==> config.mk <==
export PLATFORM = sky130hd
export DESIGN_NAME = clk_alarm_combiner
export DESIGN_NICKNAME = d
export VERILOG_FILES = /design/src/rtl/clk_alarm_pkg.sv /design/src/rtl/alarm_flag_bank.sv /design/src/rtl/alarm_pin_drive.sv /design/src/rtl/clk_alarm_combiner.sv
export SDC_FILE = /design/constraint.sdc
export NUM_CORES = 1
export LEC_CHECK = 0
export ABC_CLOCK_PERIOD_IN_PS = 3200
export BUFFER_PORTS_ARGS = -buffer_cell sky130_fd_sc_hd__buf_2
export CAP_MARGIN = 20
export CORE_UTILIZATION = 35
export CTS_CLUSTER_DIAMETER = 100
export DETAILED_ROUTE_END_ITERATION = 16
export PLACE_DENSITY = 0.67
export SYNTH_ARGS = -nofsm -noshare
export SYNTH_HDL_FRONTEND = slang
export SYNTH_SLANG_ARGS = --single-unit
==> constraint.sdc <==
create_clock -name clk -period 3.2 [get_ports clk]
set_input_delay 0 -clock clk [delete_from_list [all_inputs] [get_ports clk]]
set_output_delay 0 -clock clk [all_outputs]
set_load 0.01 [all_outputs]
==> src/rtl/clk_alarm_pkg.sv <==
package clk_alarm_pkg;
  localparam int NUM_LOS   = 4;
  localparam int NUM_FOS   = 2;
  localparam int NUM_FLAGS = NUM_LOS + NUM_FOS;
  localparam int NUM_EN    = 3;
  localparam int EN_A      = 0;
  localparam int EN_B      = 1;
  localparam int EN_SHR    = 2;

  function automatic logic pad_level(input logic active, input logic low_true);
    return active ^ low_true;
  endfunction
endpackage

==> src/rtl/alarm_flag_bank.sv <==
module alarm_flag_bank #(
  parameter int WIDTH = 6
) (
  input  logic             clk,
  input  logic             rst,
  input  logic [WIDTH-1:0] raw_in,
  input  logic [WIDTH-1:0] clr,
  input  logic [WIDTH-1:0] mask,
  output logic [WIDTH-1:0] raw_q,
  output logic [WIDTH-1:0] sticky_q,
  output logic             irq_next,
  output logic             irq_q
);
  logic [WIDTH-1:0] rise;

  assign rise     = raw_in & ~raw_q;
  assign irq_next = |(sticky_q & mask);

  for (genvar i = 0; i < WIDTH; i++) begin : g_flag
    always_ff @(posedge clk) begin
      if (rst) begin
        raw_q[i]    <= 1'b0;
        sticky_q[i] <= 1'b0;
      end else begin
        raw_q[i] <= raw_in[i];
        if (rise[i])
          sticky_q[i] <= 1'b1;
        else if (clr[i])
          sticky_q[i] <= 1'b0;
      end
    end

    AST_STICKY_SET: assert property (@(posedge clk) disable iff (rst)
      (raw_in[i] && !raw_q[i]) |=> sticky_q[i]);
    AST_STICKY_CLR: assert property (@(posedge clk) disable iff (rst)
      (clr[i] && !(raw_in[i] && !raw_q[i])) |=> !sticky_q[i]);
  end

  always_ff @(posedge clk) begin
    if (rst) irq_q <= 1'b0;
    else     irq_q <= irq_next;
  end

  AST_IRQ_RAISE: assert property (@(posedge clk) disable iff (rst)
    (|(sticky_q & mask)) |=> irq_q);
  AST_IRQ_QUIET: assert property (@(posedge clk) disable iff (rst)
    !(|(sticky_q & mask)) |=> !irq_q);
endmodule

==> src/rtl/alarm_pin_drive.sv <==
module alarm_pin_drive
  import clk_alarm_pkg::*;
(
  input  logic               clk,
  input  logic               rst,
  input  logic [NUM_LOS-1:0] los,
  input  logic [NUM_FOS-1:0] fos,
  input  logic               align,
  input  logic               fsync,
  input  logic               fos_en,
  input  logic [NUM_EN-1:0]  pin_en,
  input  logic               int_sel,
  input  logic               active_low,
  input  logic               irq_level,
  output logic               a_val,
  output logic               a_oe,
  output logic               b_val,
  output logic               b_oe,
  output logic               c_val,
  output logic               c_oe,
  output logic               s_val,
  output logic               s_oe
);
  logic a_act, b_act, s_act;

  always_comb begin
    a_act = los[0] | (los[2] & fsync) | (fos_en & fos[0]);
    b_act = los[1] | (los[3] & fsync) | (fos_en & fos[1]);
    s_act = int_sel ? irq_level : align;
  end

  always_ff @(posedge clk) begin
    if (rst) begin
      a_val <= 1'b0;
      b_val <= 1'b0;
      c_val <= 1'b0;
      s_val <= 1'b0;
      a_oe  <= 1'b0;
      b_oe  <= 1'b0;
      c_oe  <= 1'b0;
      s_oe  <= 1'b0;
    end else begin
      a_val <= pad_level(a_act, active_low);
      b_val <= pad_level(b_act, active_low);
      c_val <= pad_level(1'b0, active_low);
      s_val <= pad_level(s_act, active_low);
      a_oe  <= pin_en[EN_A];
      b_oe  <= pin_en[EN_B];
      c_oe  <= 1'b0;
      s_oe  <= pin_en[EN_SHR] | int_sel;
    end
  end

  AST_PIN_A_LOS: assert property (@(posedge clk) disable iff (rst)
    (los[0] && !active_low) |=> a_val);
  AST_PIN_B_GATED: assert property (@(posedge clk) disable iff (rst)
    (!los[1] && !fsync && !fos_en && !active_low) |=> !b_val);
  AST_SHR_ALIGN: assert property (@(posedge clk) disable iff (rst)
    (!int_sel && !active_low && align) |=> s_val);
  AST_OE_TRACK: assert property (@(posedge clk) disable iff (rst)
    pin_en[EN_A] |=> a_oe);
  AST_SHR_FORCED: assert property (@(posedge clk) disable iff (rst)
    int_sel |=> s_oe);
  AST_POL_LOW: assert property (@(posedge clk) disable iff (rst)
    (active_low && los[1]) |=> !b_val);
endmodule

==> src/rtl/clk_alarm_combiner.sv <==
module clk_alarm_combiner
  import clk_alarm_pkg::*;
(
  input  logic                 clk,
  input  logic                 rst,
  input  logic [NUM_LOS-1:0]   los_raw,
  input  logic [NUM_FOS-1:0]   fos_raw,
  input  logic                 align_alarm,
  input  logic                 fsync_switch,
  input  logic                 fos_en,
  input  logic [NUM_EN-1:0]    pin_en,
  input  logic                 int_sel,
  input  logic                 active_low,
  input  logic [NUM_FLAGS-1:0] mask,
  input  logic [NUM_FLAGS-1:0] clr_flags,
  output logic                 pina_val,
  output logic                 pina_oe,
  output logic                 pinb_val,
  output logic                 pinb_oe,
  output logic                 pinc_val,
  output logic                 pinc_oe,
  output logic                 shr_val,
  output logic                 shr_oe,
  output logic [NUM_FLAGS-1:0] raw_status,
  output logic [NUM_FLAGS-1:0] sticky_status,
  output logic                 irq
);
  logic [NUM_FLAGS-1:0] flags_in;
  logic                 irq_next;

  assign flags_in = {fos_raw, los_raw};

  alarm_flag_bank #(.WIDTH(NUM_FLAGS)) u_flags (
    .clk      (clk),
    .rst      (rst),
    .raw_in   (flags_in),
    .clr      (clr_flags),
    .mask     (mask),
    .raw_q    (raw_status),
    .sticky_q (sticky_status),
    .irq_next (irq_next),
    .irq_q    (irq)
  );

  alarm_pin_drive u_pins (
    .clk        (clk),
    .rst        (rst),
    .los        (los_raw),
    .fos        (fos_raw),
    .align      (align_alarm),
    .fsync      (fsync_switch),
    .fos_en     (fos_en),
    .pin_en     (pin_en),
    .int_sel    (int_sel),
    .active_low (active_low),
    .irq_level  (irq_next),
    .a_val      (pina_val),
    .a_oe       (pina_oe),
    .b_val      (pinb_val),
    .b_oe       (pinb_oe),
    .c_val      (pinc_val),
    .c_oe       (pinc_oe),
    .s_val      (shr_val),
    .s_oe       (shr_oe)
  );

  AST_RAW_MIRROR: assert property (@(posedge clk) disable iff (rst)
    1'b1 |=> (raw_status == $past(flags_in)));
endmodule

==> metrics.cfg, run 1 <==
[run_status]
status = finished clean

[die]
die_w_um = 47.14
fp-row-count = 15
die_h_um = 47.14
ioPinCount = 49
die_area_um2 = 2222
initial_core_util = 0.3918
core_um2 = 1821

[worst_setup_path]
worstPathArrival_ns = 1.62
ff2ff_setup_slack_ns = 1.79
cp.required_ns = 3.40
crit_start = u_flags.sticky_q[0]
cp_max_fo = 3
r2r-end = u_pins.s_val
r2r-start = u_flags.sticky_q[0]
reg2regPathDepth = 3
worstSetupPathType = flip-flop to flip-flop
crit_end = u_pins.s_val
crit_path_end_kind = flip-flop
worstSetupStartpointType = flip-flop

[drt]
wl_per_cell_um = 11.02
drtIter0Drc = 0
wl_um = 1775
first_pass_iters = 1
dr_total_vias = 741
drc = 0
postRouteAntennaNets = 0
vias_per_cell = 4.602

[clock_tree]
clock_sinks = 20
clockBufferDepth = 2
cts_root_buf = clkbuf_4
cts_buffers = 3
postCtsSetupBuffers = 0
clkLatencyLatePin_ns = 0.30
htreeDepth = 1
cts_tree = done
path_clk_slew_ns = 0.11

[cells_and_area]
area_growth_pct = 64.39
fin_nets = 166
drive_gt1_frac = 0.3676
n_antenna_cell = 0
fillCellCount = 162

[synthesis]
synthDistinctLibCells = 18
yosysTopAreaCell = dfxtp_1
synth_warnings = 0
avgSynthCellArea_um2 = 10.04
syn_area_um2 = 713.2
synth_seq_cells = 20
syn-num-nets = 99
synth_sequential_area_ratio = 0.5614
synth_edf_count = 0
synth.most_common_cell = dfxtp_1
synthArstFlopShare = 0
netlist.area_leader.share = 0.5614
synth.top_cells.by_area = dfxtp_1 (56%), nand2b_1 (11%), nor2b_1 (7.9%)
ys.flop_type = dfxtp_1
synth_commonest_cells = dfxtp_1 (20), nand2b_1 (12), nor2b_1 (9), a21oi_1 (6), nor2_1 (5)
synth_cells = 71

[sta]
worst_clock_skew_ns = 0.008849
period_share = 0.4416
min_period_ns = 1.413
hold_viol = 0
rsz0062_at_grt = false
slew_viol_final = 0
setup_viol = 0
worst_hold_slack_ns = 0.02838
max_freq_ghz = 0.7077
tns_ns = 0

[global_route]
grt_pass1_vias = 694
met1_usage = 0.1825
track_usage = 0.1790
met3_usage = 0.05000
grt_overflow = 0
grt_start_max_net_pins = 22
antenna_found_initial = 0
grt_pass1_wl_um = 2656
grtUsageMet2 = 0.3250
top_usage_layer = met2

[power_and_ir_drop]
power_mw = 0.4842
p_per_area_nw_per_um2 = 413.0
p_leak_nw = 0.5819
ir_drop_v = 0.0003064

[placement]
io_buffers = 47
globalplace.congestion = 0.6784

[run]
max_cap_viol_count = 0

[hold_path]
min_path_type = input port to flip-flop

[where the power goes]
part	internal (mW)	switching [mW]
Sequential	0.266	0.00648
Clock	0.0438	0.0721
Combinational	0.0550	0.0411
Total	0.365	0.120
[logic make-up after synthesis]
family	synth area share
buffers and inverters	0.03333
xor gates and xnor gates	0.03685
DFF	0.5614
AOI/OAI and AO/OA	0.1281
other	0.005258
and+or+nand+nor	0.2351
[stage by stage]
step / util / area [um2] / cells / worst slack [ns]
2_1_floorplan: - / 713.2 / 71 / 1.815
3_3_place_gp: 0.5271 / 959.7 / 139 / 1.833
3_5_place_dp: 0.5271 / 959.7 / 139 / 1.803
4_1_cts: 0.6440 / 1172 / 161 / 1.784
5_1_grt: 0.6440 / 1172 / 161 / 1.734
6_report: 0.6440 / 1172 / 161 / 1.787
[how the worst min path moves through the flow]
stage,startpoint,slack (ns),endpoint,cells past startpoint
6_report,active_low,0.03,u_pins.c_val,2
5_1_grt,active_low,0.03,u_pins.c_val,2
4_1_cts,active_low,0.02,u_pins.c_val,2
3_5_place_dp,pin_en[1],0.22,u_pins.b_oe,2
3_3_place_gp,pin_en[2],0.21,u_pins.s_oe,3
2_1_floorplan,pin_en[2],0.12,u_pins.s_oe,2
[sequential cells by signal, indices dropped and copies added (netlist names)]
| register | flops |
|---|---|
| u_pins.a_val | 1 |
| u_pins.s_oe | 1 |
| u_pins.b_oe | 1 |
| u_pins.s_val | 1 |
| u_flags.sticky_q | 6 |
| u_pins.a_oe | 1 |
| u_pins.b_val | 1 |
| u_flags.irq_q | 1 |
| u_flags.raw_q | 6 |
| u_pins.c_val | 1 |
[cells in the final DEF, fill, tap and decap left out]
cell type	count
or4_1	1
nor2b_1	9
nand2b_1	12
nor2_1	5
conb_1	1
inv_1	1
xnor2_1	1
a21oi_1	6
buf_2	47
a22o_1	3
xor2_1	2
dlygate4sd3_1	19
clkbuf_4	3
o31ai_1	1
a41o_1	1
a221oi_1	2
nor3_1	2
dfxtp_1	20
[area by class of cell]
type	count	area [um2]	share of cell area
clock buffers	3	22.52	0.01921
well taps	25	31.28	0.02668
multi-input cells	46	289.0	0.2465
repair buffers	66	425.4	0.3629
flip-flops and latches	20	400.4	0.3415
inverters	1	3.754	0.003202
[critical path, stage by stage (launching register included)]
cell	delay, ns
dfxtp_1	0.34
a22o_1	0.24
or4_1	0.50
a41o_1	0.24
[metal layers]
metal | routed length (um) | up-vias
met5 | 0 | -
met1 | 709 | 342
met4 | 22 | 0
met3 | 110 | 4
met2 | 932 | 31
li1 | - | 364
[repair_timing]
item | in CTS | in global routing
hold endpoints to repair | 16 | 0
hold buffers | 19 | 0
gates resized for setup | 0 | 0
Power figures use the tool's default switching activity.
==> run 2: changes to the inputs <==
Settings changed: ABC_CLOCK_PERIOD_IN_PS 3200 to 1400.
Clock period 3.2 ns to 1.4 ns, I/O delays scaled along.
==> metrics.cfg, run 2 (synthesis gave the netlist of run 1 again) <==
[worst_setup_path]
crit_path_end_kind = flip-flop  ; unchanged
worstSetupStartpointType = flip-flop  ; unchanged
crit_chain = a22o_1 -> or4_1 -> a41o_1  ; unchanged
slowest_delay_ns = 0.50  ; about the same
worstSetupPathType = flip-flop to flip-flop  ; unchanged
crit_family = simple AND/OR/NAND/NOR gates  ; unchanged
worstPathArrival_ns = 1.54  ; was 1.62 ns
worst-path-buf-inv = 0  ; unchanged
slowest_stage = or4_1  ; unchanged
cp.required_ns = 1.60  ; was 3.40 ns
cp_max_fo = 2  ; was 3

[sta]
tns_ns = 0  ; unchanged
slew_viol_final = 0  ; unchanged
min_period_ns = 1.345  ; was 1.413 ns
max_freq_ghz = 0.7437  ; was 0.7077 GHz
rsz0062_at_grt = false  ; unchanged
worst_clock_skew_ns = 0.008468  ; was 0.008849 ns
period_share = 0.9604  ; was 0.4416
setup_viol = 0  ; unchanged
hold_viol = 0  ; unchanged

[global_route]
met1_usage = 0.2165  ; was 0.1825
antenna_found_initial = 0  ; unchanged
top_usage_layer = met2  ; unchanged
met3_usage = 0.04231  ; was 0.05000
track_usage = 0.1873  ; was 0.1790
grt_pass1_wl_um = 2904  ; was 2656 um
grt_pass1_vias = 728  ; was 694
grt_overflow = 0  ; unchanged
grtUsageMet2 = 0.3361  ; was 0.3250
grt_start_max_net_pins = 22  ; unchanged

[drt]
dr_total_vias = 744  ; was 741
postRouteAntennaNets = 0  ; unchanged
drtIter0Drc = 12  ; was 0
wl_per_cell_um = 11.51  ; was 11.02 um
vias_per_cell = 4.509  ; was 4.602
wl_um = 1899  ; was 1775 um
first_pass_iters = 4  ; was 1
drc = 0  ; unchanged

[cells_and_area]
design_area_um2 = 1209  ; was 1172 um2
fin_nets = 170  ; was 166
n_antenna_cell = 0  ; unchanged
drive_gt1_frac = 0.4000  ; was 0.3676
largestRegisters = u_flags.raw_q (6), u_flags.sticky_q (6)  ; unchanged
final_cell_mix = buf_2 (47), dlygate4sd3_1 (20), dfxtp_1 (17)  ; was buf_2 (47), dfxtp_1 (20), dlygate4sd3_1 (19)
area_growth_pct = 69.47  ; was 64.39%
stdcell_count = 165  ; was 161
final_common_cell = buf_2  ; unchanged

[hold_path]
min_path_type = input port to flip-flop  ; unchanged

[clock_tree]
clockBufferDepth = 2  ; unchanged
cts_buffers = 3  ; unchanged
path_clk_slew_ns = 0.11  ; about the same
htreeDepth = 1  ; unchanged
cts_root_buf = clkbuf_4  ; unchanged
clock_sinks = 20  ; unchanged
clkLatencyLatePin_ns = 0.29  ; was 0.30 ns
cts_tree = done  ; unchanged

[power_and_ir_drop]
p_leak_nw = 0.6040  ; was 0.5819 nW
ir_drop_v = 0.0007429  ; was 0.0003064 V
p_per_area_nw_per_um2 = 924.4  ; was 413.0 nW/um2

[die]
core_um2 = 1821  ; unchanged
ioPinCount = 49  ; unchanged
die_area_um2 = 2222  ; unchanged
die_h_um = 47.14  ; unchanged
fp-row-count = 15  ; unchanged
initial_core_util = 0.3918  ; unchanged
die_w_um = 47.14  ; unchanged

[run_status]
status = finished clean  ; unchanged

[placement]
post-place-cells = 140  ; was 139
globalplace.congestion = 0.6913  ; was 0.6784
post_dp_cell_area_um2 = 967.2  ; was 959.7 um2
io_buffers = 47  ; unchanged

[run]
max_cap_viol_count = 0  ; unchanged

==> run 2: cell types whose count changed in the layout (fill, tap and decap cells not counted) <==
cell,before,now
dfxtp_2,0,3
buf_4,0,3
dlygate4sd3_1,19,20
dfxtp_1,20,17
==> run 2: power by group <==
part	total [mW]	switching [mW]	internal, mW	leakage [nW]
sequential	0.623	0.0151	0.608	0.168
combinational	0.234	0.0988	0.136	0.423
clock	0.259	0.159	0.0999	0.0138
total	1.12	0.273	0.844	0.604
==> run 2: path summary, 6_finish.rpt <==
path	startpoint	end	slack, ns	cells after the start
setup / recovery	u_flags.sticky_q[1]	u_pins.s_val	0.06	3
hold / removal	active_low	u_pins.c_val	0.03	2
setup reg to reg	u_flags.sticky_q[1]	u_pins.s_val	0.06	3
hold reg to reg	u_flags.sticky_q[0]	u_flags.sticky_q[0]	0.49	2
==> run 2: worst reg2reg max path, cell delays in order (launching register included) <==
cell and delay, ns:
dfxtp_2 0.33, a22o_1 0.24, or4_1 0.50, a41o_1 0.19
==> run 2: layer usage <==
metal / share of wire / routed length (um)
met1: 0.42 / 798
met2: 0.53 / 1000
met3: 0.053 / 100
met4: 0 / 0
met5: 0 / 0
==> run 2: repair_timing <==
item / 4_1_cts / 5_1_grt
hold buffers: 20 / 0
hold endpoints to repair: 16 / 0
resized for setup: 0 / 3
setup endpoints to repair: 0 / 1
setup buffers: 0 / 2
==> run 2: per-stage QoR <==
| stage | utilization | hold slack, ns | power (mW) | worst slack, ns |
|---|---|---|---|---|
| 2_1_floorplan | - | 0.1158 | 0.7267 | 0.01487 |
| 3_3_place_gp | 0.5313 | 0.2116 | 0.8133 | 0.05212 |
| 3_5_place_dp | 0.5313 | 0.2188 | 0.8177 | 0.01219 |
| 4_1_cts | 0.6536 | 0.01585 | 1.121 | 0.006001 |
| 5_1_grt | 0.6639 | 0.01817 | 1.188 | 0.01198 |
| 6_report | 0.6639 | 0.02717 | 1.117 | 0.05538 |
==> run 2: layout make-up <==
type,instances,area (um2)
Fill cell,164,611.8
Timing Repair Buffer,70,457.9
Sequential cell,20,404.1
Multi-Input combinational cell,46,289.0
Tap cell,25,31.28
Clock buffer,3,22.52
Inverter,1,3.754
==> run 3: changes to the inputs <==
Settings changed: BUFFER_PORTS_ARGS -buffer_cell sky130_fd_sc_hd__buf_2 to -buffer_cell sky130_fd_sc_hd__buf_4.
==> metrics.cfg, run 3 (synthesis gave the netlist of run 1 again) <==
[cells_and_area]
final_cell_mix = buf_4 (49), dlygate4sd3_1 (18), dfxtp_1 (17)  ; was buf_2 (47), dlygate4sd3_1 (20), dfxtp_1 (17)
largestRegisters = u_flags.raw_q (6), u_flags.sticky_q (6)  ; unchanged
n_antenna_cell = 0  ; unchanged
area_growth_pct = 82.11  ; was 69.47%
final_common_cell = buf_4  ; was buf_2
fin_nets = 167  ; was 170
fin_util = 0.7134  ; was 0.6639
drive_gt1_frac = 0.4015  ; was 0.4000

[worst_setup_path]
r2r-start = u_flags.sticky_q[2]  ; was u_flags.sticky_q[1]
worstSetupStartpointType = flip-flop  ; unchanged
cp_max_fo = 3  ; was 2
crit_start = u_flags.sticky_q[2]  ; was u_flags.sticky_q[1]
crit_path_end_kind = flip-flop  ; unchanged
worstPathArrival_ns = 1.54  ; about the same
slowest_stage = or4_1  ; unchanged
crit_chain = a22o_1 -> or4_1 -> a41o_1  ; unchanged
slowest_delay_ns = 0.50  ; about the same
worstSetupPathType = flip-flop to flip-flop  ; unchanged
cp.required_ns = 1.59  ; was 1.60 ns
crit_family = simple AND/OR/NAND/NOR gates  ; unchanged
worst-path-buf-inv = 0  ; unchanged

[clock_tree]
clock_sinks = 20  ; unchanged
htreeDepth = 1  ; unchanged
postCtsSetupBuffers = 0  ; unchanged
cts_tree = done  ; unchanged
cts_root_buf = clkbuf_4  ; unchanged
path_clk_slew_ns = 0.10  ; was 0.11 ns
cts_buffers = 3  ; unchanged
clkLatencyLatePin_ns = 0.28  ; was 0.29 ns
clockBufferDepth = 2  ; unchanged

[drt]
dr_total_vias = 723  ; was 744
drtIter0Drc = 4  ; was 12
vias_per_cell = 4.463  ; was 4.509
drc = 0  ; unchanged
first_pass_iters = 4  ; unchanged
wl_um = 1797  ; was 1899 um
wl_per_cell_um = 11.09  ; was 11.51 um
postRouteAntennaNets = 0  ; unchanged

[sta]
period_share = 0.9635  ; was 0.9604
layout_setup_ws_ns = 0.05110  ; was 0.05538 ns
worst_clock_skew_ns = 0.004966  ; was 0.008468 ns
slew_viol_final = 0  ; unchanged
worst_hold_slack_ns = 0.02556  ; was 0.02717 ns
hold_viol = 0  ; unchanged
rsz0062_at_grt = false  ; unchanged
tns_ns = 0  ; unchanged
max_freq_ghz = 0.7413  ; was 0.7437 GHz
min_period_ns = 1.349  ; was 1.345 ns
setup_viol = 0  ; unchanged

[global_route]
grt_start_max_net_pins = 22  ; unchanged
track_usage = 0.1820  ; was 0.1873
antenna_found_initial = 0  ; unchanged
grt_pass1_vias = 724  ; was 728
grt_pass1_wl_um = 2773  ; was 2904 um
grt_overflow = 0  ; unchanged

[die]
core_um2 = 1821  ; unchanged
die_area_um2 = 2222  ; unchanged
die_h_um = 47.14  ; unchanged
fp-row-count = 15  ; unchanged
ioPinCount = 49  ; unchanged
die_w_um = 47.14  ; unchanged
initial_core_util = 0.3918  ; unchanged

[power_and_ir_drop]
p_leak_nw = 0.6165  ; was 0.6040 nW
p_per_area_nw_per_um2 = 876.8  ; was 924.4 nW/um2
ir_drop_v = 0.0005806  ; was 0.0007429 V

[placement]
dpl.hpwl_um = 1257
place_ws_ns = 0.03116  ; was 0.01219 ns
globalplace.congestion = 0.7083  ; was 0.6913
io_buffers = 47  ; unchanged

[run_status]
status = finished clean  ; unchanged

[hold_path]
min_path_type = input port to flip-flop  ; unchanged
hp-start = rst  ; was active_low

[run]
max_cap_viol_count = 0  ; unchanged

[run 3: changes by cell type in the layout (fill, tap and decap cells not counted)]
| cell | previous run | this run |
|---|---|---|
| buf_2 | 47 | 0 |
| buf_4 | 3 | 49 |
| dlygate4sd3_1 | 20 | 18 |
[run 3: where the power goes]
group	internal, mW	total, mW	switching [mW]
Clock	0.0997	0.249	0.150
Combinational	0.168	0.265	0.0967
Sequential	0.608	0.625	0.0161
[run 3: worst register-to-register path, cell delays in order (launching register included)]
cell and delay, ns:
dfxtp_2 0.34, a22o_1 0.23, or4_1 0.50, a41o_1 0.19
[run 3: what timing repair did]
action,CTS,global route
endpoints found under the setup margin,0,1
hold endpoints to repair,17,0
hold buffers,18,0
gates resized for setup,0,3
[run 3: area by class of cell]
type,count,area [um2]
well taps,25,31.28
fillers,147,521.8
repair buffers,67,548.0
multi-input cells,46,289.0
inverters,1,3.754
clock buffers,3,22.52
flip-flops and latches,20,404.1
[run 3: metal layers]
metal / GRT usage / routed length (um) / up-vias
met5: 0 / 0 / -
met4: 0.08571 / 8 / 0
met3: 0.02692 / 85 / 2
met2: 0.3472 / 957 / 29
met1: 0.1939 / 744 / 324
li1: - / - / 368
[run 3: per-stage QoR]
stage               area [um2]  std cells  total power [mW]
detailed placement        1092        141            0.8626
finish                    1299        162             1.139
global route              1299        162             1.214
CTS                       1295        162             1.152
global placement          1092        141            0.8585
floorplan                713.2         71            0.7267
[run 3: path summary, 6_finish.rpt]
| kind | to | slack (ns) | depth (start not counted) |
|---|---|---|---|
| max | u_pins.s_val | 0.05 | 3 |
| min | u_flags.sticky_q[3] | 0.03 | 2 |
| min reg2reg | u_flags.sticky_q[2] | 0.49 | 2 |
| max reg2reg | u_pins.s_val | 0.05 | 3 |
